===== src/rtl/srx_pkg.sv =====
package srx_pkg;

    typedef enum logic [2:0] {
        ST_IDLE,
        ST_START,
        ST_DATA,
        ST_PARITY,
        ST_STOP1,
        ST_STOP2
    } rx_state_e;

    typedef struct packed {
        logic len8;
        logic msb_first;
        logic par_en;
        logic par_odd;
        logic two_stop;
    } rx_fmt_t;

endpackage


===== src/rtl/srx_sync.sv =====
module srx_sync #(
    parameter int STAGES = 2
) (
    input  logic clk,
    input  logic rst_n,
    input  logic d,
    output logic q
);

    logic [STAGES-1:0] pipe;

    generate
        if (STAGES == 1) begin : g_single
            always_ff @(posedge clk or negedge rst_n) begin
                if (!rst_n) pipe <= '1;
                else        pipe <= d;
            end
        end else begin : g_chain
            always_ff @(posedge clk or negedge rst_n) begin
                if (!rst_n) pipe <= '1;
                else        pipe <= {pipe[STAGES-2:0], d};
            end
        end
    endgenerate

    assign q = pipe[STAGES-1];

endmodule


===== src/rtl/srx_frame_fsm.sv =====
module srx_frame_fsm
    import srx_pkg::*;
#(
    parameter int OS_RATE = 16,
    parameter int DATA_W  = 8
) (
    input  logic              clk,
    input  logic              rst_n,
    input  logic              enable,
    input  logic              os_tick,
    input  logic              line,
    input  rx_fmt_t           fmt_in,
    output logic              start_ok,
    output logic              frame_done,
    output logic [DATA_W-1:0] frame_word,
    output logic              frame_perr,
    output logic              stop1_bad,
    output logic              stop2_bad,
    output logic              line_quiet,
    output logic              word_len8
);

    localparam int CW   = $clog2(OS_RATE);
    localparam int IW   = $clog2(DATA_W + 1);
    localparam int PW   = $clog2(DATA_W);
    localparam int MID  = OS_RATE / 2 - 1;
    localparam int LAST = OS_RATE - 1;

    rx_state_e         state, nxt;
    logic [CW-1:0]     cnt;
    logic [CW-1:0]     gap;
    logic [IW-1:0]     bidx;
    logic [IW-1:0]     nbits;
    logic [PW-1:0]     pos;
    logic [DATA_W-1:0] shreg;
    logic              par_q;
    rx_fmt_t           fmt_q;
    logic              at_last, at_mid, last_bit, sample_now;
    logic              data_take, par_take;

    // State register
    always_ff @(posedge clk or negedge rst_n) begin
        if (!rst_n) state <= ST_IDLE;
        else        state <= nxt;
    end

    assign at_last  = (cnt == CW'(LAST));
    assign at_mid   = (cnt == CW'(MID));
    assign nbits    = fmt_q.len8 ? IW'(DATA_W) : IW'(DATA_W - 1);
    assign last_bit = (bidx == nbits - 1'b1);

    // Next-state logic
    always_comb begin
        nxt = state;
        if (!enable) begin
            nxt = ST_IDLE;
        end else if (os_tick) begin
            unique case (state)
                ST_IDLE:   if (!line)              nxt = ST_START;
                ST_START:  if (at_mid)             nxt = line ? ST_IDLE : ST_DATA;
                ST_DATA:   if (at_last && last_bit) nxt = fmt_q.par_en ? ST_PARITY : ST_STOP1;
                ST_PARITY: if (at_last)            nxt = ST_STOP1;
                ST_STOP1:  if (at_last)            nxt = fmt_q.two_stop ? ST_STOP2 : ST_IDLE;
                ST_STOP2:  if (at_last)            nxt = ST_IDLE;
                default:                           nxt = ST_IDLE;
            endcase
        end
    end

    // Output / strobe decode
    always_comb begin
        sample_now = enable && os_tick && at_last;
        start_ok   = enable && os_tick && (state == ST_START) && at_mid && !line;
        data_take  = sample_now && (state == ST_DATA);
        par_take   = sample_now && (state == ST_PARITY);
        frame_done = sample_now && (state == ST_STOP1);
        stop1_bad  = frame_done && !line;
        stop2_bad  = sample_now && (state == ST_STOP2) && !line;
        line_quiet = os_tick && (state == ST_IDLE) && (gap == CW'(LAST));
        pos        = fmt_q.msb_first ? PW'(nbits - 1'b1 - bidx) : PW'(bidx);
        frame_word = shreg;
        frame_perr = fmt_q.par_en & (^shreg ^ par_q ^ fmt_q.par_odd);
        word_len8  = fmt_q.len8;
    end

    // Datapath: sample counter, shift register, quiet-line counter
    always_ff @(posedge clk or negedge rst_n) begin
        if (!rst_n) begin
            cnt   <= '0;
            gap   <= '0;
            bidx  <= '0;
            shreg <= '0;
            par_q <= 1'b0;
            fmt_q <= '0;
        end else begin
            if (!enable)
                cnt <= '0;
            else if (os_tick)
                cnt <= (nxt != state || at_last) ? '0 : cnt + 1'b1;

            if (start_ok) begin
                fmt_q <= fmt_in;
                bidx  <= '0;
                shreg <= '0;
            end
            if (data_take) begin
                shreg[pos] <= line;
                bidx       <= bidx + 1'b1;
            end
            if (par_take)
                par_q <= line;

            if (state != ST_IDLE)
                gap <= '0;
            else if (os_tick && gap != CW'(LAST))
                gap <= gap + 1'b1;
        end
    end

endmodule


===== src/rtl/srx_result.sv =====
module srx_result #(
    parameter int DATA_W = 8
) (
    input  logic              clk,
    input  logic              rst_n,
    input  logic              frame_done,
    input  logic [DATA_W-1:0] frame_word,
    input  logic              frame_perr,
    input  logic              stop1_bad,
    input  logic              stop2_bad,
    input  logic              start_ok,
    input  logic              line_quiet,
    input  logic              rd_strobe,
    input  logic              err_clr,
    output logic [DATA_W-1:0] rd_data,
    output logic              full,
    output logic              perr,
    output logic              oerr,
    output logic              ferr,
    output logic              idle
);

    logic overrun_now;

    assign overrun_now = frame_done && full && !rd_strobe;

    always_ff @(posedge clk or negedge rst_n) begin
        if (!rst_n) begin
            rd_data <= '0;
            full    <= 1'b0;
            perr    <= 1'b0;
            oerr    <= 1'b0;
            ferr    <= 1'b0;
            idle    <= 1'b1;
        end else begin
            if (frame_done) begin
                full <= 1'b1;
                if (!overrun_now) rd_data <= frame_word;
            end else if (rd_strobe) begin
                full <= 1'b0;
            end

            if (overrun_now)                 oerr <= 1'b1;
            else if (err_clr)                oerr <= 1'b0;

            if (frame_done && frame_perr)    perr <= 1'b1;
            else if (err_clr)                perr <= 1'b0;

            if (stop1_bad || stop2_bad)      ferr <= 1'b1;
            else if (err_clr)                ferr <= 1'b0;

            if (start_ok)                    idle <= 1'b0;
            else if (line_quiet)             idle <= 1'b1;
        end
    end

endmodule


===== src/rtl/serial_rx_channel.sv =====
module serial_rx_channel
    import srx_pkg::*;
#(
    parameter int OS_RATE     = 16,
    parameter int DATA_W      = 8,
    parameter int SYNC_STAGES = 2
) (
    input  logic              clk,
    input  logic              rst_n,
    input  logic              rx_en,
    input  logic              os_tick,
    input  logic              rxd,
    input  logic              fmt_len8,
    input  logic              fmt_msb_first,
    input  logic              fmt_par_en,
    input  logic              fmt_par_odd,
    input  logic              fmt_two_stop,
    input  logic              rd_strobe,
    input  logic              err_clr,
    input  logic              irq_en,
    output logic [DATA_W-1:0] rd_data,
    output logic              rx_full,
    output logic              par_err,
    output logic              ovr_err,
    output logic              frm_err,
    output logic              bus_idle,
    output logic              rx_irq
);

    logic              line_s;
    rx_fmt_t           fmt;
    logic              start_ok, frame_done, frame_perr;
    logic              stop1_bad, stop2_bad, line_quiet, word_len8;
    logic [DATA_W-1:0] frame_word;

    assign fmt = '{len8:      fmt_len8,
                   msb_first: fmt_msb_first,
                   par_en:    fmt_par_en,
                   par_odd:   fmt_par_odd,
                   two_stop:  fmt_two_stop};

    srx_sync #(.STAGES(SYNC_STAGES)) u_sync (
        .clk   (clk),
        .rst_n (rst_n),
        .d     (rxd),
        .q     (line_s)
    );

    srx_frame_fsm #(.OS_RATE(OS_RATE), .DATA_W(DATA_W)) u_fsm (
        .clk        (clk),
        .rst_n      (rst_n),
        .enable     (rx_en),
        .os_tick    (os_tick),
        .line       (line_s),
        .fmt_in     (fmt),
        .start_ok   (start_ok),
        .frame_done (frame_done),
        .frame_word (frame_word),
        .frame_perr (frame_perr),
        .stop1_bad  (stop1_bad),
        .stop2_bad  (stop2_bad),
        .line_quiet (line_quiet),
        .word_len8  (word_len8)
    );

    srx_result #(.DATA_W(DATA_W)) u_res (
        .clk        (clk),
        .rst_n      (rst_n),
        .frame_done (frame_done),
        .frame_word (frame_word),
        .frame_perr (frame_perr),
        .stop1_bad  (stop1_bad),
        .stop2_bad  (stop2_bad),
        .start_ok   (start_ok),
        .line_quiet (line_quiet),
        .rd_strobe  (rd_strobe),
        .err_clr    (err_clr),
        .rd_data    (rd_data),
        .full       (rx_full),
        .perr       (par_err),
        .oerr       (ovr_err),
        .ferr       (frm_err),
        .idle       (bus_idle)
    );

    assign rx_irq = rx_full & irq_en;

endmodule


===== config.mk =====
export PLATFORM = sky130hd
export DESIGN_NAME = serial_rx_channel
export DESIGN_NICKNAME = d
export VERILOG_FILES = /design/src/rtl/srx_pkg.sv /design/src/rtl/srx_sync.sv /design/src/rtl/srx_frame_fsm.sv /design/src/rtl/srx_result.sv /design/src/rtl/serial_rx_channel.sv
export SDC_FILE = /design/constraint.sdc
export NUM_CORES = 1
export LEC_CHECK = 0
export BUFFER_PORTS_ARGS = -buffer_cell sky130_fd_sc_hd__buf_4
export CAP_MARGIN = 30
export CORE_MARGIN = 4
export CORE_UTILIZATION = 58
export DETAILED_ROUTE_END_ITERATION = 10
export MAX_ROUTING_LAYER = met4
export PLACE_DENSITY = 0.84
export SYNTH_ARGS = -nofsm -noshare
export SYNTH_HDL_FRONTEND = slang
export SYNTH_SLANG_ARGS = --single-unit

===== constraint.sdc =====
create_clock -name clk -period 2.7 [get_ports clk]
set_clock_uncertainty 0.15 [all_clocks]
set_input_delay 0.135 -clock clk [delete_from_list [all_inputs] [get_ports clk]]
set_output_delay 0.135 -clock clk [all_outputs]
set_load 0.01 [all_outputs]

# --- After elaboration in Yosys (flattened, before gate mapping) ---
# Cells that the tools add are included.
# W data, S select, Z words.
totals:
  reg_bits: 44
  output_inout_bits: 14
  elab_cells: 110
classes:
  add_sub_neg: 5
  order_cmp: 2
  eq_ne: 12
  muxes: 34
  bitwise_logic: 5
  reduce_logical: 34
op_table:
  columns: ["op", "count"]
  rows:
  - ["$mux W3", 11]
  - ["$mux W4", 8]
  - ["$logic_and A1 B1 Y1", 19]
  - ["$pmux W3 S6", 1]
  - ["$mux W8", 2]
  - ["$reduce_bool A2 Y1", 7]
  - ["$add A4 B1 Y4 const B", 3]
  - ["$mux W1", 9]
  - ["$bwmux W8", 1]
  - ["$eq A4 B4 Y1 const B", 2]
  - ["$reduce_xor A8 Y1", 1]
  - ["$eq A3 B2 Y1 const B", 2]
  - ["$eq A3 B3 Y1 const B", 2]
  - ["$eq A4 B3 Y1 const B", 1]
  - ["$eq A4 B4 Y1", 1]
  - ["$lt A3 B4 Y1 const B", 1]
  - ["$ne A4 B4 Y1 const B", 1]
  - ["$sub A4 B1 Y4 const B", 1]
  - ["$demux W1 S3", 1]
  - ["$eq A3 B1 Y1 const B", 1]
  - ["$ge A3 B1 Y1 const B", 1]
  - ["$logic_not A3 Y1", 1]
  - ["$ne A3 B3 Y1", 1]
  - ["$reduce_bool A3 Y1", 1]
  - ["9 further kinds", 13]

# --- Depth between registers and ports, before layout ---
# Gate-level depths: netlist of run 1.
depth:
  ltp_word: 13
  depth_mapped: 7

# --- Hierarchy ---
# From an unflattened synthesis of run 1, not the netlist that was laid out.
hier_totals:
  cells_unflattened: 234
  hier_area_um2: 2403.6
by_module_without_submodules:
  columns: ["mod", "n_inst", "cells_each", "area_each_um2"]
  rows:
  - ["srx_frame_fsm", 1, 196, 1823.0]
  - ["srx_result", 1, 35, 521.8]
  - ["srx_sync", 1, 2, 52.6]
  - ["serial_rx_channel", 1, 1, 6.3]

# --- Worst setup path before layout of run 1 ---
# Ideal clock, no wire load.
synth_timing:
  kind: "flip-flop to flip-flop"
  from: "register u_fsm.cnt[0]"
  to: "register u_res.rd_data[0]"
  arrival_time_ns: 1.732
  path_slack_ns: 0.693
  path_stages_with_launch: 8
  n_path_buf: 2
  cell_sequence: "dfrtp_1 -> ha_1 -> and3_1 -> clkbuf_1 -> nand3_1 -> nor2b_1 -> buf_2 -> mux2_2"
synth_between:
  elab_chain_cells: 7
synth_lines:
  columns: ["item", "line", "source"]
  rows:
  - ["start, declared", "srx_frame_fsm.sv:30", "logic [CW-1:0] cnt;"]
  - ["start signal, assigned", "srx_frame_fsm.sv:99", "cnt <= (nxt != state || at_last) ? '0 : cnt + 1'b1;"]
  - ["$eq A4 B4 Y1 (*)", "srx_frame_fsm.sv:47", "assign at_last = (cnt == CW'(LAST));"]
  - ["$logic_and A1 B1 Y1 (*)", "srx_frame_fsm.sv:72", "sample_now = enable && os_tick && at_last;"]
  - ["$logic_and A1 B1 Y1 (*)", "srx_frame_fsm.sv:76", "frame_done = sample_now && (state == ST_STOP1);"]
  - ["$logic_and A1 B1 Y1 (2 in a row)", "srx_result.sv:25", "assign overrun_now = frame_done && full && !rd_strobe;"]
  - ["$not A1 Y1 (no source line)", null, null]
  - ["$reduce_and A2 Y1 (no source line) (*)", null, null]
  - ["end signal, assigned", "srx_result.sv:38", "if (!overrun_now) rd_data <= frame_word;"]
  - ["end, declared", "srx_result.sv:15", "output logic [DATA_W-1:0] rd_data,"]
# Mark *: on every way between the ends. The rest lies on a longest branch, timed or not.
# A chain may end at the register's enable or synchronous reset.

# --- Worst setup path in the final report of run 1 ---
layout_timing:
  from: "register u_fsm.bidx[0]"
  to: "register u_fsm.shreg[5] (netlist: u_fsm.frame_word[5])"
layout_between:
  elab_chain_cells: 8
  elab_cells_between_ends: 9
layout_lines:
  columns: ["item", "line", "source"]
  rows:
  - ["start, declared", "srx_frame_fsm.sv:32", "logic [IW-1:0] bidx;"]
  - ["start signal, assigned", "srx_frame_fsm.sv:108", "bidx <= bidx + 1'b1;"]
  - ["$sub A3 B3 Y3", "srx_frame_fsm.sv:80", "pos = fmt_q.msb_first ? PW'(nbits - 1'b1 - bidx) : PW'(bidx);"]
  - ["$mux W3 (*)", "srx_frame_fsm.sv:80", null]
  - ["$lt A3 B4 Y1 (not written as such) or $ge A3 B1 Y1 (tied branches)", "srx_frame_fsm.sv:107", "shreg[pos] <= line;"]
  - ["$logic_and A1 B1 Y1 (not written as such)", "srx_frame_fsm.sv:107", null]
  - ["$mux W1 (not written as such)", "srx_frame_fsm.sv:107", null]
  - ["$demux W1 S3 (*)", null, null]
  - ["$bwmux W8 (*)", "srx_frame_fsm.sv:107", null]
  - ["$mux W8 (*)", "srx_frame_fsm.sv:106", "if (data_take) begin"]
  - ["end signal, assigned by index", "srx_frame_fsm.sv:107", null]
  - ["end, declared", "srx_frame_fsm.sv:35", "logic [DATA_W-1:0] shreg;"]
# Marked as above.

==> results by group, run 1 <==
Status
  – Outcome: completed

Layout
  – Post-route cell area: ~2800 µm²
  – Fillers: ~280
  – Antenna diodes: 0
  – Sequential Area: between 1000 and 1500 µm²
  – P&R area growth vs syn: 17.5%
  – Share of layout cells above drive strength 1: between 20% and 30%
  – Multi-input logic area: 1180 µm²
  – Utilization after layout: about three quarters
  – Layout net count: 283

Routing
  – Final WL: 4.92 mm
  – Vias post-DR: approximately 1.8k
  – Pre-antenna DRT Iters: 4
  – DRT iter0 DRCs: around 150
  – WL met1: ~2.2 mm
  – Top sig layer: met4
  – Routed length on met3: 308 µm
  – Residual DRC: 0
  – Post-detailed-route via-to-cell ratio: 5.85
  – Post-route ant nets: 0
  – Drt wl/cell: 15.7 µm
  – DR WL met2: between 2 and 2.5 mm

Die
  – Die Height: 72.0 µm
  – Die Area: between 5000 and 6000 µm²
  – Starting Density: 62.5%
  – Die W: 72.0 µm
  – IO Pins: 27
  – Row Count: 22
  – Core area: around 3800 µm²

Synth
  – Post-synth ARST share: 100%
  – Post-synth EDFFs: 0
  – Most frequent cell after synthesis: dfrtp_1
  – Syn Nets: 249
  – Yosys top cell by area: dfrtp_1
  – Synth Instances: around 230
  – Yosys cell types: between 50 and 60
  – Post-synthesis cell area: approximately 2400 µm²
  – Sequential share of the synthesized area: between 40% and 50%
  – Syn avg cell area: approximately 10 µm²
  – Area share of the largest cell type after synthesis: between 40% and 50%
  – Synth warn: 0
  – Ys flop type: dfrtp_1
  – Top post-synthesis cells by area: dfrtp_1 43%, mux2_2 5.2%, nand2_1 4.9%
  – Commonest cells in the netlist: 41 x dfrtp_1, 31 x nand2_1, 11 x mux2_2, 11 x nand3_1, 10 x nor2_1
  – Synth Register Bits: 44

Pwr
  – Sequential share of power: 53.8%
  – Sw frac: between 20% and 30%
  – Leak: approximately 1.3 nW
  – Clock power share: a little over a third
  – Cell Pwr Density: a little under 500 nW/µm²
  – Int Power: roughly 1.0 mW
  – Combinational Power Share: under 10%
  – Worst VDD drop: approximately 0.35 mV
  – Switching power total: around 0.32 mW

Clocking
  – Post-CTS Hold Buffers: 10
  – Clock slew seen by the registers of the worst setup and hold paths: around 0.080 ns
  – CTS resizes: 0
  – CTS Buffer Depth: 2
  – Clock tree sinks: 44
  – H-tree levels: 2
  – Clock tree from TritonCTS: built
  – Setup Fix Bufs, Post-CTS: 0
  – Num CTS Buffers: 5
  – CTS root buffer: clkbuf_8
  – Worst skew pair latency: ~0.3 ns

Worst setup path
  – Crit path launch type: flop
  – Setup crit end kind: flop
  – Critical Path RT: between 2 and 3 ns
  – Top fanout value on the critical path: 6
  – Data arrival, critical path: between 2 and 2.5 ns
  – Crit Path Category: flop to flop

Global route
  – Vias in the first global route: approximately 1.7k
  – GRT Total Usage: between 20% and 30%
  – Pin count of the biggest net entering global routing: 45
  – Overflow after GRT: 0
  – Antenna violations before repair: 0
  – Global-route wire length before repair: 8.40 mm

Min path
  – Worst min-delay path category: input pin to flop

Timing
  – RSZ-0062 raised after global routing: no
  – Setup TNS: 0 ns
  – Final hold violation count: 0
  – Worst slew margin: approximately 64%
  – Crit path time final: approximately 2.2 ns
  – Final setup vio count: 0
  – Final Slew Violations: 0
  – Tcrit/Tclk final: just over 80%
  – Fmax: ~0.45 GHz
  – Least-Margin Pin Slew: roughly 0.54 ns

Job
  – Max-cap viol count: 0

Placed design
  – DP Area: roughly 2600 µm²
  – Gpl congestion: ~0.85
  – Final HPWL DP: about 3.4 mm
  – I/O Buffers: 26
-- cells in the final DEF, fill, tap and decap left out, types with 4 or more instances in the layout --
master         instances
o21ai_0                9
dlygate4sd3_1         10
nor2b_1                4
a21oi_1                7
clkbuf_8               5
xnor2_1                7
dfrtp_1               41
ha_1                   5
buf_4                 27
nor2_1                10
mux2_2                11
inv_1                  8
mux2i_1                6
nand2_1               31
nand3_1               11
nor3_1                 4
-- path summary, 6_finish.rpt --
kind                                     start             endpoint  slack, ns  cells after the start
worst max-delay path             u_fsm.bidx[0]  u_fsm.frame_word[5]       0.48                      6
worst max register to register   u_fsm.bidx[0]  u_fsm.frame_word[5]       0.48                      6
min in group asynchronous                rst_n      u_fsm.word_len8       0.22                      2
max in group asynchronous                rst_n       u_sync.pipe[1]       1.81                      2
worst min-delay path                   os_tick         u_fsm.gap[1]       0.02                      3
worst min register to register  u_sync.pipe[0]       u_sync.pipe[1]       0.21                      0
-- layer usage --
| metal | vias up | GRT usage (%) |
|---|---|---|
| met5 | - | - |
| met4 | 0 | 7.72 |
| met3 | 8 | 5.12 |
| met2 | 58 | 31.2 |
| met1 | 871 | 29.7 |
| li1 | 899 | - |
-- layout make-up --
class	count	share of cell area, %
clock buffer	6	2.60
clock inverter	2	1.26
inverter	8	1.08
multi-input combinational	169	42.4
sequential	44	39.6
tap	48	2.15
timing repair buffer	37	10.9
-- logic make-up (layout without fill, tap and decap cells) --
family | after synthesis | count (layout) | synth area share (%)
compound gates | 47 | 47 | 14.3
xor+xnor | 10 | 10 | 4.27
fa+ha+maj | 5 | 5 | 2.64
buf+inv | 18 | 53 | 3.59
flops | 44 | 44 | 46.6
mux | 17 | 17 | 7.75
simple gates | 90 | 90 | 20.9
-- power groups by stage --
stage	registers, mW	clock network (mW)	logic, mW
3_3_place_gp	0.742	0	0.118
5_1_grt	0.737	0.545	0.153
4_1_cts	0.730	0.509	0.134
2_1_floorplan	0.733	0	0.0821
3_5_place_dp	0.742	0	0.123
6_report	0.731	0.494	0.133
-- critical path: stages (launching register included) --
cell and delay, ns:
dfrtp_1 0.45, ha_1 0.24, ha_1 0.35, nor4bb_1 0.29, a31oi_1 0.12, o311ai_0 0.36
o41ai_1 0.14
-- flip-flops by register name, summed over array words and instances, names as in the netlist --
| name | cells |
|---|---|
| u_res.oerr | 1 |
| u_res.rd_data | 8 |
| u_res.idle | 1 |
| u_fsm.par_q | 1 |
| u_fsm.frame_word | 8 |
| u_res.perr | 1 |
| u_fsm.state | 3 |
| u_res.full | 1 |
| u_sync.pipe | 2 |
| u_fsm.word_len8 | 1 |
| u_res.ferr | 1 |
| u_fsm.cnt | 4 |
| u_fsm.fmt_q | 4 |
| u_fsm.bidx | 4 |
| u_fsm.gap | 4 |
-- through the flow --
stage | total power, mW | instances | hold slack, ns | setup slack, ns
floorplan | 0.815 | 231 | -0.311 | 0.693
global placement | 0.860 | 296 | 0.00800 | 0.573
detailed placement | 0.865 | 296 | 0.0107 | 0.545
CTS | 1.37 | 314 | 0.0161 | 0.476
global route | 1.43 | 314 | 0.0277 | 0.239
finish | 1.36 | 314 | 0.0186 | 0.477
Power figures use the tool's default switching activity.
==> run 2, diff against run 1 <==
Settings changed: CORE_UTILIZATION 58 to 52, PLACE_DENSITY 0.84 to 0.8.
Clock period 2.7 ns to 2.02 ns, I/O delays scaled along.
==> results by group, run 2 (synthesized netlist as in run 1, its figures left out) <==
Worst setup path
  – Crit Path Category: flop to flop
  – Critical Path RT: between 2 and 2.5 ns
  – Data arrival, critical path: 2.07 ns
  – CP cell instances: ha_4 > ha_4 > and3b_1 > o21a_1 > o211ai_1 > mux2i_1
  – RR Startpoint: u_fsm.bidx[0]
  – CP delay by family, top: compound AO/OA/AOI/OAI gates
  – Number of cells on the critical path: 6
  – Setup crit end kind: flop
  – Reg2reg end: u_fsm.frame_word[3]
  – Critical Path Sink: u_fsm.frame_word[3]
  – Slowest stage cell, crit path: dfrtp_1
  – CP peak stage delay: 0.41 ns
  – Reg2reg setup slack: between 0.008 and 0.009 ns
  – Most frequent CP cell: ha_4
  – CP bufs+invs: 0
  – R2R cell count: 6
  – Worst setup startpoint: u_fsm.bidx[0]
  – Crit path launch type: flop
  – Top fanout value on the critical path: 5

Global route
  – Overflow after GRT: 0
  – Pin count of the biggest net entering global routing: 45
  – GRT Total Usage: 21.7%
  – Most crowded layer after global routing: met2
  – Vias in the first global route: around 2k
  – Global-route wire length before repair: approximately 9.1 mm
  – Antenna violations before repair: 0
  – Met1 Track Usage GR: approximately 29%
  – M2 GR Usage: about a third
  – Grt met3 use: around 4.1%

Layout
  – Commonest non-fill, non-tap cell in the layout: buf_4
  – Layout net count: approximately 300
  – P&R area growth vs syn: 27.6%
  – Antenna diodes: 0
  – Fillers: roughly 300
  – Most frequent cells in the layout: 44 x buf_4, 41 x dfrtp_1, 31 x nand2_1
  – Share of layout cells above drive strength 1: approximately a third

Die
  – Core area: 4380 µm²
  – IO Pins: 27
  – Starting Density: between 50% and 60%
  – Die Area: roughly 5700 µm²
  – Die Height: 75.5 µm
  – Row Count: 24
  – Die W: 75.5 µm

Routing
  – Post-detailed-route via-to-cell ratio: around 5.9
  – Residual DRC: 0
  – DRT iter0 DRCs: ~160
  – Final WL: ~5.5 mm
  – Vias post-DR: ~2.0k
  – Drt wl/cell: 16.4 µm
  – Pre-antenna DRT Iters: 4
  – Post-route ant nets: 0

Clocking
  – CTS root buffer: clkbuf_8
  – Clock slew seen by the registers of the worst setup and hold paths: 0.08 ns
  – Clock tree sinks: between 40 and 50
  – Worst skew pair latency: between 0.2 and 0.3 ns
  – Num CTS Buffers: 5
  – Clock tree from TritonCTS: built
  – H-tree levels: 2
  – CTS Buffer Depth: 2

Timing
  – Least-Margin Pin Slew: roughly 0.54 ns
  – RSZ-0062 raised after global routing: yes
  – Crit path time final: between 2 and 2.5 ns
  – Fmax: slightly below 0.5 GHz
  – Final setup vio count: 0
  – Tcrit/Tclk final: 99.6%
  – Worst slew margin: around 64%
  – Min Hold Slack: between 0.15 and 0.2 ns
  – Final hold violation count: 0
  – Final Slew Violations: 0

Job
  – Max-cap viol count: 0

Placed design
  – Gpl congestion: ~0.87
  – Final HPWL DP: 3.66 mm
  – I/O Buffers: 26

Min path
  – Worst min-delay path category: input pin to async pin

Status
  – Outcome: completed

Pwr
  – Leak: between 1 and 1.5 nW
  – Cell Pwr Density: 623 nW/µm²
  – Worst VDD drop: roughly 0.48 mV
  – Power consumption: between 1.5 and 2 mW
==> run 2: changes by cell type in the layout (fill, tap and decap cells not counted), sizes merged <==
cell,delta
buf,+17
dlygate4sd3,+1
==> run 2: what timing repair did <==
item	CTS	global route
hold buffers	11	0
pin swaps	2	7
endpoints found under the setup margin	7	21
buffers inserted	0	1
gates resized for setup	11	8
endpoints found under the hold margin	55	0
==> run 2: how the worst min path moves through the flow <==
| stage | cells after the start | endpoint |
|---|---|---|
| floorplan | 0 | u_fsm.bidx[0] |
| global placement | 1 | u_fsm.gap[0] |
| detailed placement | 1 | u_fsm.gap[0] |
| CTS | 2 | u_fsm.bidx[1] |
| global route | 0 | u_sync.pipe[1] |
| finish | 2 | u_fsm.gap[0] |
==> run 2: report_power, final <==
group	internal [mW]	switching, mW	total (mW)	leakage [nW]
clock network	0.404	0.300	0.704	0.0614
logic	0.0973	0.105	0.203	0.777
registers	0.930	0.0498	0.979	0.586
total	1.43	0.455	1.89	1.42
==> run 2: worst reg2reg max path, stage by stage (launching register included) <==
cell	delay (ns)
dfrtp_1	0.41
ha_4	0.17
ha_4	0.28
and3b_1	0.19
o21a_1	0.18
o211ai_1	0.29
mux2i_1	0.26
==> run 2: through the flow <==
stage	setup slack (ns)	instance area, µm²	util, %	setup TNS [ns]	cells
3_3_place_gp	0.0347	2710	61.7	0	316
2_1_floorplan	0.0131	2370	-	0	231
5_1_grt	-0.0666	3030	69.0	-0.0960	336
3_5_place_dp	-0.0969	2710	61.7	-0.188	316
6_report	0.00831	3030	69.0	0	336
4_1_cts	0.0125	2990	68.1	0	335
==> run 2: routing by layer <==
layer | up-vias | share of wire, %
met1 | 955 | 44
met5 | - | 0
met4 | 0 | 1.5
met2 | 60 | 49
li1 | 947 | -
met3 | 8 | 4.8
==> run 2: final cells by class <==
| class | instances | area, µm² | share of cell area, % |
|---|---|---|---|
| Sequential cell | 44 | 1100 | 36.5 |
| Clock inverter | 2 | 38.8 | 1.28 |
| Inverter | 8 | 30.0 | 0.992 |
| Multi-Input combinational cell | 169 | 1260 | 41.8 |
| Tap cell | 52 | 65.1 | 2.15 |
| Timing Repair Buffer | 55 | 440 | 14.6 |
| Clock buffer | 6 | 82.6 | 2.73 |
